==> config.mk <==
export PLATFORM = sky130hd
export DESIGN_NAME = peer_fail_latch
export DESIGN_NICKNAME = d
export VERILOG_FILES = /design/src/rtl/peer_fail_latch.sv
export SDC_FILE = /design/constraint.sdc
export NUM_CORES = 1
export LEC_CHECK = 0
export ABC_AREA = 1
export CORE_MARGIN = 2
export CORE_UTILIZATION = 36
export CTS_BUF_LIST = sky130_fd_sc_hd__clkbuf_4
export CTS_CLUSTER_SIZE = 30
export DETAILED_ROUTE_END_ITERATION = 8
export PLACE_DENSITY = 0.9
export SLEW_MARGIN = 10
export SYNTH_ARGS = -nofsm -noshare
export SYNTH_HDL_FRONTEND = slang
export SYNTH_SLANG_ARGS = --single-unit
export TNS_END_PERCENT = 10
==> constraint.sdc <==
create_clock -name clk -period 0.8 [get_ports clk]
set_input_delay 0.24 -clock clk [delete_from_list [all_inputs] [get_ports clk]]
set_output_delay 0.24 -clock clk [all_outputs]
set_load 0.03 [all_outputs]
==> src/rtl/peer_fail_latch.sv <==
module peer_fail_latch #(
  parameter int C = 4,
  parameter int N = 3,
  parameter int O = 5
) (
  input  logic             clk,
  input  logic             rst_n,
  input  logic             clr,
  input  logic             cmp_en,
  input  logic [C*N*O-1:0] resp,
  output logic [O*N-1:0]   fail,
  output logic             any_fail
);
  localparam int NDET = O * N;

  logic [NDET-1:0] mism;

  for (genvar i = 0; i < O; i++) begin : g_out
    for (genvar j = 0; j < N; j++) begin : g_slot
      logic [C-1:0] peers;
      for (genvar g = 0; g < C; g++) begin : g_set
        assign peers[g] = resp[(g*N + j)*O + i];
      end
      assign mism[i*N + j] = (|peers) & ~(&peers);
    end
  end

  always_ff @(posedge clk or negedge rst_n) begin
    if (!rst_n) begin
      fail     <= '0;
      any_fail <= 1'b0;
    end else begin
      any_fail <= |fail;
      if (clr) fail <= '0;
      else if (cmp_en) fail <= fail | mism;
    end
  end

  assert_sticky_R5: assert property (@(posedge clk) disable iff (!rst_n)
    !clr |=> ((fail & $past(fail)) == $past(fail)));

  assert_idle_hold_R4: assert property (@(posedge clk) disable iff (!rst_n)
    (!cmp_en && !clr) |=> $stable(fail));

  assert_clear_R6: assert property (@(posedge clk) disable iff (!rst_n)
    clr |=> (fail == '0));

  assert_summary_R8: assert property (@(posedge clk) disable iff (!rst_n)
    $rose(any_fail) |-> $past(|fail));

  always_ff @(posedge clk) begin
    if (!rst_n) assert_reset_R1: assert (fail == '0 && !any_fail);
  end
endmodule

==> impl_results.html, run 1 <==
<table>
<tr><th>Metric</th><th>Value</th></tr>
<tr><th colspan="2">Power</th></tr>
<tr><td>Switching Fraction</td><td>0.317</td></tr>
<tr><td>Power Density</td><td>1050 mW/mm^2</td></tr>
<tr><td>Max rail drop VDD</td><td>584 uV</td></tr>
<tr><td>Psw</td><td>0.000786 W</td></tr>
<tr><td>Comb power frac</td><td>0.448</td></tr>
<tr><td>Cell leakage power</td><td>1.37 nW</td></tr>
<tr><td>Share of power burned in registers</td><td>0.373</td></tr>
<tr><td>Int Power</td><td>0.00169 W</td></tr>
<tr><td>Clock network power share</td><td>0.179</td></tr>
<tr><th colspan="2">STA</th></tr>
<tr><td>Setup_tns</td><td>-5.27 ns</td></tr>
<tr><td>Worst setup skew after layout</td><td>0.000849 ns</td></tr>
<tr><td>Measured slew at the worst slew-check pin</td><td>0.133 ns</td></tr>
<tr><td>Final worst slack</td><td>-0.305 ns</td></tr>
<tr><td>Portion of the clock cycle consumed by the worst path in the final layout</td><td>1.38</td></tr>
<tr><td>Fin. Hold Viols</td><td>0</td></tr>
<tr><td>Setup repair after global routing missed its margin</td><td>yes</td></tr>
<tr><td>Max-slew violations</td><td>0</td></tr>
<tr><td>Tightest slew margin relative to the limit</td><td>0.912</td></tr>
<tr><td>Min cycle time layout</td><td>1.11 ns</td></tr>
<tr><td>Setup-violating endpoint count in the final report</td><td>31</td></tr>
<tr><td>Maximum achievable frequency</td><td>0.905 GHz</td></tr>
<tr><th colspan="2">Clock tree</th></tr>
<tr><td>Clock root buffer master</td><td>sky130_fd_sc_hd__clkbuf_4</td></tr>
<tr><td>Clk buf depth</td><td>2</td></tr>
<tr><td>Total clock buffers created by CTS</td><td>3</td></tr>
<tr><td>Sink Count</td><td>16</td></tr>
<tr><td>Clock-pin transition on the worst setup and hold timing paths</td><td>0.10 ns</td></tr>
<tr><td>TritonCTS clock tree</td><td>built</td></tr>
<tr><td>Worst-skew pair later-pin latency</td><td>0.28 ns</td></tr>
<tr><td>Maximum level of the CTS H-tree</td><td>1</td></tr>
<tr><th colspan="2">Route</th></tr>
<tr><td>Drt pass-1 iters</td><td>4</td></tr>
<tr><td>Final wirelength</td><td>3720 um</td></tr>
<tr><td>DR WL/cell</td><td>10.8 um</td></tr>
<tr><td>Number of DRC markers after the initial detailed-route iteration</td><td>41</td></tr>
<tr><td>Count of vias placed by the detailed router</td><td>1551</td></tr>
<tr><td>Via/cell ratio</td><td>4.51</td></tr>
<tr><td>Post-route DRC violation count</td><td>0</td></tr>
<tr><td>Final ANT Viol Nets</td><td>0</td></tr>
<tr><th colspan="2">Logic synthesis</th></tr>
<tr><td>Synthesized netlist cell count</td><td>190</td></tr>
<tr><td>Count of cell types in the netlist</td><td>10</td></tr>
<tr><td>Average cell area after synthesis</td><td>6.05 sq um</td></tr>
<tr><td>#FFs+latches synth</td><td>16</td></tr>
<tr><td>Post-synthesis cell area</td><td>0.00115 sq mm</td></tr>
<tr><td>Cell type with the largest total area after synthesis</td><td>sky130_fd_sc_hd__dfrtp_1</td></tr>
<tr><td>Synth warnings</td><td>0</td></tr>
<tr><td>Net count after synthesis</td><td>254</td></tr>
<tr><td>Fraction of the mapped netlist area in simple logic gates</td><td>0.390</td></tr>
<tr><td>Fraction of synthesized area in multiplexers</td><td>0</td></tr>
<tr><td>Post-synthesis compound-gate area fraction</td><td>0.0980</td></tr>
<tr><td>Post-synth top area share</td><td>0.349</td></tr>
<tr><td>Dominant cells by area after synthesis</td><td>sky130_fd_sc_hd__dfrtp_1 35%, sky130_fd_sc_hd__nand2_1 20%, sky130_fd_sc_hd__inv_1 15%</td></tr>
<tr><td>Adder-cell share of the synthesized area</td><td>0</td></tr>
<tr><td>Register area share after synthesis</td><td>0.349</td></tr>
<tr><td>Combinational family with the most area after synthesis</td><td>simple AND/OR/NAND/NOR gates</td></tr>
<tr><td>Xor-xnor portion of the synthesized cell area</td><td>0</td></tr>
<tr><th colspan="2">Global route</th></tr>
<tr><td>Vias in the first global route</td><td>1511</td></tr>
<tr><td>Overall Global Routing Usage</td><td>0.201</td></tr>
<tr><td>Maximum number of pins on one net before global-route repair</td><td>17</td></tr>
<tr><td>Wire length of the first global-routing pass</td><td>5650 um</td></tr>
<tr><td>Number of antenna violations at the first check in global routing</td><td>0</td></tr>
<tr><td>Sum of overflow across all layers after global routing</td><td>0</td></tr>
<tr><th colspan="2">Worst setup path</th></tr>
<tr><td>Category of the most critical setup path</td><td>register to output pin</td></tr>
<tr><td>Worst endpoint required time</td><td>0.56 ns</td></tr>
<tr><td>Combined buffer and inverter count along the critical path</td><td>1</td></tr>
<tr><td>Top Family by Delay on Critical Path</td><td>flip-flops</td></tr>
<tr><td>CP cell instances</td><td>buf_6</td></tr>
<tr><td>Critical path startpoint category</td><td>register</td></tr>
<tr><td>Delay contributed by the slowest stage of the critical path</td><td>0.44 ns</td></tr>
<tr><td>Crit end category</td><td>output pin</td></tr>
<tr><td>Critical Path AT</td><td>0.87 ns</td></tr>
<tr><td>CP max-delay cell</td><td>sky130_fd_sc_hd__dfrtp_2</td></tr>
<tr><td>CP max FO</td><td>2</td></tr>
<tr><th colspan="2">Final layout</th></tr>
<tr><td>Fraction of layout instances using a drive strength above 1</td><td>0.290</td></tr>
<tr><td>Nets@finish</td><td>365</td></tr>
<tr><td>Post-route cell area</td><td>0.00237 sq mm</td></tr>
<tr><td>Ant. Diodes</td><td>0</td></tr>
<tr><td>Synth-to-Final Area Change</td><td>106%</td></tr>
<tr><th colspan="2">Run status</th></tr>
<tr><td>Violations in the final reports</td><td>negative setup slack</td></tr>
<tr><td>Outcome</td><td>finished with violations</td></tr>
<tr><th colspan="2">Place</th></tr>
<tr><td>DP Area</td><td>0.00209 sq mm</td></tr>
<tr><td>Placer's final routability congestion estimate</td><td>0.708</td></tr>
<tr><td>Worst setup slack before clock tree synthesis</td><td>-0.411 ns</td></tr>
<tr><td>Dpl hpwl</td><td>2670 um</td></tr>
<tr><td>Count of input and output buffers</td><td>79</td></tr>
<tr><th colspan="2">Floorplan</th></tr>
<tr><td>Standard-cell rows</td><td>20</td></tr>
<tr><td>DIE WIDTH</td><td>60.5 um</td></tr>
<tr><td>Number of placed I/O pins</td><td>80</td></tr>
<tr><td>Core Area</td><td>0.00305 sq mm</td></tr>
<tr><td>Area enclosed by the die boundary</td><td>0.00366 sq mm</td></tr>
<tr><td>Vert. Die Dim</td><td>60.5 um</td></tr>
<tr><td>Initial standard-cell utilization of the core</td><td>0.376</td></tr>
<tr><th colspan="2">Min path</th></tr>
<tr><td>Type of the most critical hold path</td><td>input pin to async pin</td></tr>
<tr><th colspan="2">Run</th></tr>
<tr><td>Count of maximum capacitance violations</td><td>0</td></tr>
</table>
-- metal layers --
metal / wire length [um] / up-vias / global-route usage / part of all wire
met5: 0 / - / 0 / 0
met4: 37 / 0 / 0.0373 / 0.0099
met3: 289 / 4 / 0.0554 / 0.078
met2: 2070 / 50 / 0.419 / 0.56
met1: 1320 / 709 / 0.194 / 0.35
li1: - / 788 / - / -
-- sequential cells by signal (all words and copies together) (netlist names) --
| signal | flops |
|---|---|
| any_fail | 1 |
| fail | 15 |
-- logic make-up after synthesis --
group           Yosys count
compound gates           15
buf+inv                  47
flops                    16
simple gates            112
-- cell usage in the layout, fill, tap and decap left out --
cell | netlist | routed
sky130_fd_sc_hd__nor2_1 | 32 | 32
sky130_fd_sc_hd__nand2_1 | 61 | 61
sky130_fd_sc_hd__a21oi_1 | 5 | 5
sky130_fd_sc_hd__inv_2 | 0 | 7
sky130_fd_sc_hd__dfrtp_1 | 16 | 1
sky130_fd_sc_hd__buf_6 | 1 | 25
sky130_fd_sc_hd__buf_12 | 0 | 1
sky130_fd_sc_hd__nand3_1 | 16 | 14
sky130_fd_sc_hd__nand4_1 | 3 | 3
sky130_fd_sc_hd__dlymetal6s2s_1 | 0 | 17
sky130_fd_sc_hd__inv_1 | 45 | 33
sky130_fd_sc_hd__clkbuf_4 | 0 | 3
sky130_fd_sc_hd__clkdlybuf4s50_1 | 0 | 46
sky130_fd_sc_hd__nand3_2 | 0 | 2
sky130_fd_sc_hd__inv_4 | 0 | 5
sky130_fd_sc_hd__clkinv_1 | 0 | 1
sky130_fd_sc_hd__a21oi_2 | 10 | 10
sky130_fd_sc_hd__buf_4 | 1 | 19
sky130_fd_sc_hd__dfrtp_2 | 0 | 15
-- final timing paths --
| kind | startpoint | depth (start not counted) | slack, ns | end |
|---|---|---|---|---|
| min in group clk | resp[49] | 6 | 0.35 | fail[12]$_DFFE_PN0P_ |
| worst min register to register | fail[9]$_DFFE_PN0P_ | 2 | 0.59 | fail[9]$_DFFE_PN0P_ |
| worst min-delay path | rst_n | 2 | 0.29 | fail[0]$_DFFE_PN0P_ |
| worst max register to register | fail[7]$_DFFE_PN0P_ | 5 | -0.18 | any_fail$_DFF_PN0_ |
| max in group asynchronous | rst_n | 2 | 0.37 | fail[10]$_DFFE_PN0P_ |
| worst max-delay path | fail[4]$_DFFE_PN0P_ | 1 | -0.31 | fail[4] |
-- synthesized netlist by cell type (all sizes together) --
cell type / number
a21oi: 15
inv: 45
nor2: 32
nand2: 61
buf: 2
dfrtp: 16
nand4: 3
nand3: 16
-- power groups by stage --
stage,sequential (W),combinational [W],clock [W]
floorplan,0.00105,0.000252,0
global placement,0.000931,0.000936,0
detailed placement,0.000934,0.000958,0
CTS,0.000919,0.00107,0.000446
global route,0.000931,0.00120,0.000481
finish,0.000924,0.00111,0.000444
-- per-stage QoR --
step / hold WS [ns] / total power (W) / instances / utilization
6_report: 0.292 / 0.00248 / 344 / 0.776
4_1_cts: 0.291 / 0.00244 / 344 / 0.744
3_5_place_dp: 0.558 / 0.00189 / 328 / 0.686
5_1_grt: 0.308 / 0.00261 / 344 / 0.776
2_1_floorplan: -0.0556 / 0.00130 / 190 / -
3_3_place_gp: 0.532 / 0.00187 / 328 / 0.686
-- what timing repair did --
item,in CTS,in global routing
cloned,0,0
gates resized for setup,16,33
pin swaps,3,3
hold buffers,0,0
setup buffers,12,0
setup endpoints to repair,32,32
-- area by class of cell --
| class | count | area (sq um) |
|---|---|---|
| multi-input cells | 127 | 571 |
| clock buffers | 3 | 22.5 |
| flip-flops and latches | 16 | 419 |
| well taps | 44 | 55.1 |
| clock inverters | 1 | 3.75 |
| fillers | 231 | 683 |
| repair buffers | 108 | 1120 |
| inverters | 45 | 181 |
No activity file was read; power rests on OpenSTA's default activity.
==> run 2, diff against run 1 <==
GPL_TIMING_DRIVEN = 0   (was not set)
==> impl_results.html, run 2 (same netlist as run 1, synthesis figures left out) <==
<table>
<tr><th>Metric</th><th>Value</th></tr>
<tr><th colspan="2">Run</th></tr>
<tr><td>Count of maximum capacitance violations</td><td>0 (unchanged)</td></tr>
<tr><th colspan="2">Power</th></tr>
<tr><td>Int Power</td><td>0.00157 W (-7.5%)</td></tr>
<tr><td>Share of power burned in registers</td><td>0.397 (+0.024)</td></tr>
<tr><td>Switching Fraction</td><td>0.323 (+0.00557)</td></tr>
<tr><td>Cell leakage power</td><td>1.33 nW (-2.9%)</td></tr>
<tr><td>Power Density</td><td>1050 mW/mm^2 (+0.24%)</td></tr>
<tr><td>Psw</td><td>0.000746 W (-5.1%)</td></tr>
<tr><td>Comb power frac</td><td>0.411 (-0.037)</td></tr>
<tr><td>Max rail drop VDD</td><td>588 uV (+0.61%)</td></tr>
<tr><td>Clock network power share</td><td>0.192 (+0.013)</td></tr>
<tr><th colspan="2">Floorplan</th></tr>
<tr><td>Vert. Die Dim</td><td>60.5 um (unchanged)</td></tr>
<tr><td>Number of placed I/O pins</td><td>80 (unchanged)</td></tr>
<tr><td>Core Area</td><td>0.00305 sq mm (unchanged)</td></tr>
<tr><td>DIE WIDTH</td><td>60.5 um (unchanged)</td></tr>
<tr><td>Standard-cell rows</td><td>20 (unchanged)</td></tr>
<tr><td>Area enclosed by the die boundary</td><td>0.00366 sq mm (unchanged)</td></tr>
<tr><td>Initial standard-cell utilization of the core</td><td>0.376 (unchanged)</td></tr>
<tr><th colspan="2">STA</th></tr>
<tr><td>Fin. Hold Viols</td><td>0 (unchanged)</td></tr>
<tr><td>Measured slew at the worst slew-check pin</td><td>0.688 ns (+0.555 ns)</td></tr>
<tr><td>Max-slew violations</td><td>0 (unchanged)</td></tr>
<tr><td>Min cycle time layout</td><td>1.09 ns (-0.0119 ns)</td></tr>
<tr><td>Setup repair after global routing missed its margin</td><td>yes</td></tr>
<tr><td>Portion of the clock cycle consumed by the worst path in the final layout</td><td>1.37 (-0.0148)</td></tr>
<tr><td>Setup_tns</td><td>-4.81 ns (+0.461 ns)</td></tr>
<tr><td>Setup-violating endpoint count in the final report</td><td>23 (-26%)</td></tr>
<tr><td>Final worst slack</td><td>-0.293 ns (+0.0119 ns)</td></tr>
<tr><td>Maximum achievable frequency</td><td>0.915 GHz (+1.1%)</td></tr>
<tr><td>Worst setup skew after layout</td><td>0.00113 ns (+0.000277 ns)</td></tr>
<tr><td>Tightest slew margin relative to the limit</td><td>0.542 (-0.370)</td></tr>
<tr><th colspan="2">Final layout</th></tr>
<tr><td>Leading cell types in the layout, fill and taps excluded</td><td>61 x sky130_fd_sc_hd__nand2_1, 33 x sky130_fd_sc_hd__inv_1, 32 x sky130_fd_sc_hd__nor2_1</td></tr>
<tr><td>Fraction of layout instances using a drive strength above 1</td><td>0.271 (-0.0189)</td></tr>
<tr><td>Leading registers by flop count</td><td>fail (15), any_fail (1)</td></tr>
<tr><td>Fill count</td><td>254 (+10%)</td></tr>
<tr><td>Top reg by flops</td><td>fail</td></tr>
<tr><td>Ant. Diodes</td><td>0 (unchanged)</td></tr>
<tr><td>Most common cell after layout, fill and taps aside</td><td>sky130_fd_sc_hd__nand2_1</td></tr>
<tr><td>Synth-to-Final Area Change</td><td>92.0%</td></tr>
<tr><td>Count of placed standard cells in the final layout, fillers left out</td><td>328 (-4.7%)</td></tr>
<tr><td>Max reg flops</td><td>15 (unchanged)</td></tr>
<tr><td>Nets@finish</td><td>349 (-4.4%)</td></tr>
<tr><th colspan="2">Global route</th></tr>
<tr><td>Number of antenna violations at the first check in global routing</td><td>0 (unchanged)</td></tr>
<tr><td>Sum of overflow across all layers after global routing</td><td>0 (unchanged)</td></tr>
<tr><td>Maximum number of pins on one net before global-route repair</td><td>17 (unchanged)</td></tr>
<tr><td>Overall Global Routing Usage</td><td>0.171 (-0.0301)</td></tr>
<tr><td>Vias in the first global route</td><td>1272 (-16%)</td></tr>
<tr><td>Wire length of the first global-routing pass</td><td>4810 um (-15%)</td></tr>
<tr><th colspan="2">Worst setup path</th></tr>
<tr><td>CP cell instances</td><td>buf_6</td></tr>
<tr><td>Critical Path AT</td><td>0.85 ns (-0.02 ns)</td></tr>
<tr><td>Category of the most critical setup path</td><td>register to output pin</td></tr>
<tr><td>Delay contributed by the slowest stage of the critical path</td><td>0.43 ns (about the same)</td></tr>
<tr><td>CP max-delay cell</td><td>sky130_fd_sc_hd__dfrtp_2</td></tr>
<tr><td>CP max FO</td><td>2 (unchanged)</td></tr>
<tr><td>Combined buffer and inverter count along the critical path</td><td>1 (unchanged)</td></tr>
<tr><td>Critical path startpoint category</td><td>register</td></tr>
<tr><td>Top Family by Delay on Critical Path</td><td>flip-flops</td></tr>
<tr><td>Crit end category</td><td>output pin</td></tr>
<tr><td>Worst endpoint required time</td><td>0.56 ns (about the same)</td></tr>
<tr><th colspan="2">Run status</th></tr>
<tr><td>Violations in the final reports</td><td>negative setup slack</td></tr>
<tr><td>Outcome</td><td>finished with violations</td></tr>
<tr><th colspan="2">Route</th></tr>
<tr><td>Post-route DRC violation count</td><td>0 (unchanged)</td></tr>
<tr><td>Via/cell ratio</td><td>4.34 (-3.8%)</td></tr>
<tr><td>Final ANT Viol Nets</td><td>0 (unchanged)</td></tr>
<tr><td>Final wirelength</td><td>3160 um (-15%)</td></tr>
<tr><td>Drt pass-1 iters</td><td>2 (-2)</td></tr>
<tr><td>Number of DRC markers after the initial detailed-route iteration</td><td>21 (-49%)</td></tr>
<tr><td>DR WL/cell</td><td>9.63 um (-11%)</td></tr>
<tr><td>Count of vias placed by the detailed router</td><td>1422 (-8.3%)</td></tr>
<tr><th colspan="2">Clock tree</th></tr>
<tr><td>Worst-skew pair later-pin latency</td><td>0.28 ns (about the same)</td></tr>
<tr><td>Maximum level of the CTS H-tree</td><td>1 (unchanged)</td></tr>
<tr><td>Clk buf depth</td><td>2 (unchanged)</td></tr>
<tr><td>Hold_buf cts</td><td>0 (unchanged)</td></tr>
<tr><td>Clock-pin transition on the worst setup and hold timing paths</td><td>0.10 ns (about the same)</td></tr>
<tr><td>Total clock buffers created by CTS</td><td>3 (unchanged)</td></tr>
<tr><td>TritonCTS clock tree</td><td>built</td></tr>
<tr><td>Sink Count</td><td>16 (unchanged)</td></tr>
<tr><td>Clock root buffer master</td><td>sky130_fd_sc_hd__clkbuf_4</td></tr>
<tr><th colspan="2">Place</th></tr>
<tr><td>Placer's final routability congestion estimate</td><td>0.684 (-3.4%)</td></tr>
<tr><td>Dpl hpwl</td><td>2370 um (-11%)</td></tr>
<tr><td>Count of input and output buffers</td><td>79 (unchanged)</td></tr>
<tr><td>Placed insts</td><td>313 (-4.6%)</td></tr>
<tr><th colspan="2">Min path</th></tr>
<tr><td>Type of the most critical hold path</td><td>input pin to async pin</td></tr>
</table>
[run 2: final timing paths]
kind                                      startpoint                    to  slack (ns)  depth (start not counted)
worst max-delay path            fail[12]$_DFFE_PN0P_              fail[12]       -0.29                          1
worst min-delay path                           rst_n   fail[0]$_DFFE_PN0P_         0.1                          1
worst max register to register  fail[10]$_DFFE_PN0P_    any_fail$_DFF_PN0_       -0.21                          5
worst min register to register  fail[12]$_DFFE_PN0P_  fail[12]$_DFFE_PN0P_        0.57                          2
max in group asynchronous                      rst_n   fail[7]$_DFFE_PN0P_        0.23                          1
min in group clk                             resp[0]   fail[0]$_DFFE_PN0P_        0.33                          6
[run 2: timing repair]
item	in CTS	in global routing
pin swaps	0	3
buffers inserted	11	0
gates resized for setup	134	26
endpoints found under the setup margin	48	32
[run 2: stage by stage]
stage / total power [W] / hold WS, ns / setup WS, ns / cell area (sq um) / utilization
3_5_place_dp: 0.00183 / 0.530 / -0.530 / 2010 / 0.659
2_1_floorplan: 0.00130 / -0.0556 / -0.0714 / 1170 / -
3_3_place_gp: 0.00181 / 0.529 / -0.534 / 2010 / 0.659
4_1_cts: 0.00233 / 0.123 / -0.305 / 2130 / 0.698
5_1_grt: 0.00246 / 0.152 / -0.323 / 2210 / 0.723
6_report: 0.00231 / 0.0959 / -0.293 / 2210 / 0.723
[run 2: final cells by class]
type	count	area, sq um	share of cell area
repair buffers	90	918	0.416
multi-input cells	127	596	0.270
flip-flops and latches	16	419	0.190
inverters	45	169	0.0766
well taps	44	55.1	0.0250
clock buffers	3	22.5	0.0102
plain buffers	2	22.5	0.0102
clock inverters	1	3.75	0.00170
[run 2: power groups by stage]
stage               Sequential [W]  Clock [W]  Combinational (W)
floorplan                  0.00105          0           0.000252
global placement          0.000925          0           0.000885
detailed placement        0.000928          0           0.000897
CTS                       0.000916   0.000459           0.000953
finish                    0.000918   0.000444           0.000949
global route              0.000926   0.000491            0.00104
[run 2: metal layers]
metal / share of wire / GRT usage / vias to the layer above
li1: - / - / 758
met4: 0.010 / 0.0528 / 0
met5: 0 / 0 / -
met3: 0.076 / 0.0384 / 4
met1: 0.39 / 0.192 / 612
met2: 0.52 / 0.321 / 48
==> run 3, diff against run 2 <==
--- a/config.mk
+++ b/config.mk
@@ -8,2 +8,3 @@
 export ABC_AREA = 1
+export ABC_CLOCK_PERIOD_IN_PS = 800
 export CORE_MARGIN = 2
==> constraint.sdc (replaced) <==
create_clock -name clk -period 0.8 [get_ports clk]
set_input_delay 0.16 -clock clk [delete_from_list [all_inputs] [get_ports clk]]
set_output_delay 0.16 -clock clk [all_outputs]
set_load 0.03 [all_outputs]
==> impl_results.html, run 3 (same netlist as run 1, synthesis figures left out) <==
<table>
<tr><th>Metric</th><th>Value</th></tr>
<tr><th colspan="2">Run</th></tr>
<tr><td>Count of maximum capacitance violations</td><td>0 (unchanged)</td></tr>
<tr><th colspan="2">Clock tree</th></tr>
<tr><td>Clock-pin transition on the worst setup and hold timing paths</td><td>0.10 ns (about the same)</td></tr>
<tr><td>Maximum level of the CTS H-tree</td><td>1 (unchanged)</td></tr>
<tr><td>Total clock buffers created by CTS</td><td>3 (unchanged)</td></tr>
<tr><td>TritonCTS clock tree</td><td>built</td></tr>
<tr><td>Sink Count</td><td>16 (unchanged)</td></tr>
<tr><td>Worst-skew pair later-pin latency</td><td>0.28 ns (about the same)</td></tr>
<tr><td>Clock root buffer master</td><td>sky130_fd_sc_hd__clkbuf_4</td></tr>
<tr><td>Clk buf depth</td><td>2 (unchanged)</td></tr>
<tr><td>Hold_buf cts</td><td>0 (unchanged)</td></tr>
<tr><th colspan="2">Global route</th></tr>
<tr><td>Sum of overflow across all layers after global routing</td><td>0 (unchanged)</td></tr>
<tr><td>Wire length of the first global-routing pass</td><td>4800 um (-0.29%)</td></tr>
<tr><td>Overall Global Routing Usage</td><td>0.171 (-0.000443)</td></tr>
<tr><td>Maximum number of pins on one net before global-route repair</td><td>17 (unchanged)</td></tr>
<tr><td>Vias in the first global route</td><td>1273 (+0.079%)</td></tr>
<tr><td>Number of antenna violations at the first check in global routing</td><td>0 (unchanged)</td></tr>
<tr><th colspan="2">STA</th></tr>
<tr><td>Portion of the clock cycle consumed by the worst path in the final layout</td><td>1.27 (-0.101)</td></tr>
<tr><td>Tightest slew margin relative to the limit</td><td>0.538 (-0.00386)</td></tr>
<tr><td>Hold Slack</td><td>0.0207 ns (-0.0753 ns)</td></tr>
<tr><td>Measured slew at the worst slew-check pin</td><td>0.693 ns (+0.00580 ns)</td></tr>
<tr><td>Setup-violating endpoint count in the final report</td><td>18 (-22%)</td></tr>
<tr><td>Max-slew violations</td><td>0 (unchanged)</td></tr>
<tr><td>Fin. Hold Viols</td><td>0 (unchanged)</td></tr>
<tr><td>Setup repair after global routing missed its margin</td><td>yes</td></tr>
<tr><td>Final worst slack</td><td>-0.213 ns (+0.0808 ns)</td></tr>
<tr><td>Min cycle time layout</td><td>1.01 ns (-0.0808 ns)</td></tr>
<tr><td>Worst setup skew after layout</td><td>0.00185 ns (+0.000725 ns)</td></tr>
<tr><td>Maximum achievable frequency</td><td>0.988 GHz (+8.0%)</td></tr>
<tr><th colspan="2">Final layout</th></tr>
<tr><td>Max reg flops</td><td>15 (unchanged)</td></tr>
<tr><td>Fraction of layout instances using a drive strength above 1</td><td>0.256 (-0.0150)</td></tr>
<tr><td>Nets@finish</td><td>350 (+0.29%)</td></tr>
<tr><td>Post-route cell area</td><td>0.00218 sq mm (-0.96%)</td></tr>
<tr><td>Utilization after layout</td><td>0.716 (-0.00697)</td></tr>
<tr><td>Ant. Diodes</td><td>0 (unchanged)</td></tr>
<tr><td>Fill count</td><td>262 (+3.1%)</td></tr>
<tr><td>Synth-to-Final Area Change</td><td>90.2%</td></tr>
<tr><td>Most common cell after layout, fill and taps aside</td><td>sky130_fd_sc_hd__nand2_1</td></tr>
<tr><td>Top reg by flops</td><td>fail</td></tr>
<tr><td>Leading cell types in the layout, fill and taps excluded</td><td>61 x sky130_fd_sc_hd__nand2_1, 57 x sky130_fd_sc_hd__clkdlybuf4s50_1, 33 x sky130_fd_sc_hd__inv_1</td></tr>
<tr><td>Leading registers by flop count</td><td>fail (15), any_fail (1)</td></tr>
<tr><th colspan="2">Route</th></tr>
<tr><td>Met2 wire length</td><td>1540 um (-5.8%)</td></tr>
<tr><td>DR WL/cell</td><td>9.19 um (-4.5%)</td></tr>
<tr><td>Top metal layer carrying routed signals</td><td>met4</td></tr>
<tr><td>Final wirelength</td><td>3030 um (-4.2%)</td></tr>
<tr><td>Routed metal-1 wirelength</td><td>1220 um (-2.3%)</td></tr>
<tr><td>Number of DRC markers after the initial detailed-route iteration</td><td>33 (+57%)</td></tr>
<tr><td>Sum of met3 wire segment lengths after detailed routing</td><td>234 um (-2.9%)</td></tr>
<tr><td>Drt pass-1 iters</td><td>4 (+2)</td></tr>
<tr><td>Final ANT Viol Nets</td><td>0 (unchanged)</td></tr>
<tr><td>Via/cell ratio</td><td>4.31 (-0.58%)</td></tr>
<tr><td>Count of vias placed by the detailed router</td><td>1418 (-0.28%)</td></tr>
<tr><td>Post-route DRC violation count</td><td>0 (unchanged)</td></tr>
<tr><th colspan="2">Power</th></tr>
<tr><td>Cell leakage power</td><td>1.15 nW (-13%)</td></tr>
<tr><td>Int Power</td><td>0.00162 W (+3.2%)</td></tr>
<tr><td>Max rail drop VDD</td><td>589 uV (+0.26%)</td></tr>
<tr><td>Clock network power share</td><td>0.186 (-0.006)</td></tr>
<tr><td>Power Density</td><td>1080 mW/mm^2 (+2.7%)</td></tr>
<tr><td>Share of power burned in registers</td><td>0.391 (-0.006)</td></tr>
<tr><td>Switching Fraction</td><td>0.313 (-0.00971)</td></tr>
<tr><td>Psw</td><td>0.000736 W (-1.3%)</td></tr>
<tr><td>Comb power frac</td><td>0.423 (+0.012)</td></tr>
<tr><th colspan="2">Floorplan</th></tr>
<tr><td>Vert. Die Dim</td><td>60.5 um (unchanged)</td></tr>
<tr><td>Standard-cell rows</td><td>20 (unchanged)</td></tr>
<tr><td>Number of placed I/O pins</td><td>80 (unchanged)</td></tr>
<tr><td>Initial standard-cell utilization of the core</td><td>0.376 (unchanged)</td></tr>
<tr><td>DIE WIDTH</td><td>60.5 um (unchanged)</td></tr>
<tr><td>Area enclosed by the die boundary</td><td>0.00366 sq mm (unchanged)</td></tr>
<tr><td>Core Area</td><td>0.00305 sq mm (unchanged)</td></tr>
<tr><th colspan="2">Worst setup path</th></tr>
<tr><td>Worst r2r src</td><td>fail[10]$_DFFE_PN0P_</td></tr>
<tr><td>Worst endpoint required time</td><td>0.64 ns (+0.08 ns)</td></tr>
<tr><td>Crit end category</td><td>output pin</td></tr>
<tr><td>Worst reg2reg path endpoint</td><td>any_fail$_DFF_PN0_</td></tr>
<tr><td>Timing startpoint of the critical path</td><td>fail[10]$_DFFE_PN0P_</td></tr>
<tr><td>CP max-delay cell</td><td>sky130_fd_sc_hd__dfrtp_2</td></tr>
<tr><td>Top Family by Delay on Critical Path</td><td>flip-flops</td></tr>
<tr><td>Category of the most critical setup path</td><td>register to output pin</td></tr>
<tr><td>Delay contributed by the slowest stage of the critical path</td><td>0.43 ns (about the same)</td></tr>
<tr><td>CP max FO</td><td>2 (unchanged)</td></tr>
<tr><td>Combined buffer and inverter count along the critical path</td><td>1 (unchanged)</td></tr>
<tr><td>Critical Path AT</td><td>0.85 ns (about the same)</td></tr>
<tr><td>R2R depth</td><td>5 (unchanged)</td></tr>
<tr><td>Critical path startpoint category</td><td>register</td></tr>
<tr><td>Reg2Reg Setup Slack</td><td>-0.20 ns (about the same)</td></tr>
<tr><td>CP cell instances</td><td>buf_6</td></tr>
<tr><th colspan="2">Place</th></tr>
<tr><td>Count of input and output buffers</td><td>79 (unchanged)</td></tr>
<tr><td>Worst setup slack before clock tree synthesis</td><td>-0.450 ns (+0.0800 ns)</td></tr>
<tr><td>Dpl hpwl</td><td>2370 um (unchanged)</td></tr>
<tr><td>DP Area</td><td>0.00201 sq mm (unchanged)</td></tr>
<tr><td>Placer's final routability congestion estimate</td><td>0.684 (unchanged)</td></tr>
<tr><th colspan="2">Run status</th></tr>
<tr><td>Outcome</td><td>finished with violations</td></tr>
<tr><td>Violations in the final reports</td><td>negative setup slack</td></tr>
<tr><th colspan="2">Min path</th></tr>
<tr><td>Type of the most critical hold path</td><td>input pin to async pin</td></tr>
</table>
## run 3: cell count changes in the layout (fill, tap and decap cells not counted)
cell and change:
sky130_fd_sc_hd__a21oi_2 -1, sky130_fd_sc_hd__dlygate4sd2_1 -15, sky130_fd_sc_hd__nand3_2 -4, sky130_fd_sc_hd__nand3_1 +4, sky130_fd_sc_hd__dlymetal6s2s_1 -16, sky130_fd_sc_hd__inv_4 +2, sky130_fd_sc_hd__buf_4 -2, sky130_fd_sc_hd__clkdlybuf4s50_1 +32
sky130_fd_sc_hd__inv_2 -2, sky130_fd_sc_hd__buf_6 +3, sky130_fd_sc_hd__clkdlybuf4s15_1 -1, sky130_fd_sc_hd__a21oi_1 +1
## run 3: power by group through the flow
| stage | sequential, W | combinational [W] | clock (W) |
|---|---|---|---|
| 2_1_floorplan | 0.00105 | 0.000252 | 0 |
| 3_3_place_gp | 0.000925 | 0.000885 | 0 |
| 3_5_place_dp | 0.000928 | 0.000897 | 0 |
| 4_1_cts | 0.000916 | 0.000980 | 0.000459 |
| 5_1_grt | 0.000927 | 0.00109 | 0.000491 |
| 6_report | 0.000920 | 0.000994 | 0.000437 |
## run 3: layout make-up
class | count | area (sq um) | area share
Multi-Input combinational cell | 127 | 572 | 0.262
Clock buffer | 3 | 22.5 | 0.0103
Sequential cell | 16 | 419 | 0.192
Clock inverter | 1 | 3.75 | 0.00172
Tap cell | 44 | 55.1 | 0.0252
Timing Repair Buffer | 91 | 916 | 0.419
Inverter | 45 | 174 | 0.0796
Buffer | 2 | 22.5 | 0.0103
## run 3: what timing repair did
action,4_1_cts,5_1_grt
setup buffers,11,1
resized for setup,117,10
setup endpoints to repair,43,23
pin swaps,0,4
## run 3: worst max path at each step
stage | end | cells past startpoint
6_report | fail[10] | 1
5_1_grt | any_fail$_DFF_PN0_ | 5
4_1_cts | fail[12] | 1
3_5_place_dp | fail[5]$_DFFE_PN0P_ | 4
3_3_place_gp | fail[1]$_DFFE_PN0P_ | 4
2_1_floorplan | any_fail$_DFF_PN0_ | 4
## run 3: per-layer routing
layer  track usage  vias up
met5             0        -
met3        0.0384        4
li1              -      762
met4        0.0528        0
met1         0.188      604
met2         0.325       48
## run 3: per-stage QoR
step / setup TNS (ns) / std cells / power (W)
after global placement: -17.49 / 313 / 0.00181
after global routing: -4.10 / 329 / 0.00251
final: -3.40 / 329 / 0.00235
after detailed placement: -17.74 / 313 / 0.00183
after CTS: -3.53 / 328 / 0.00236
after floorplan: -0.0714 / 190 / 0.00130
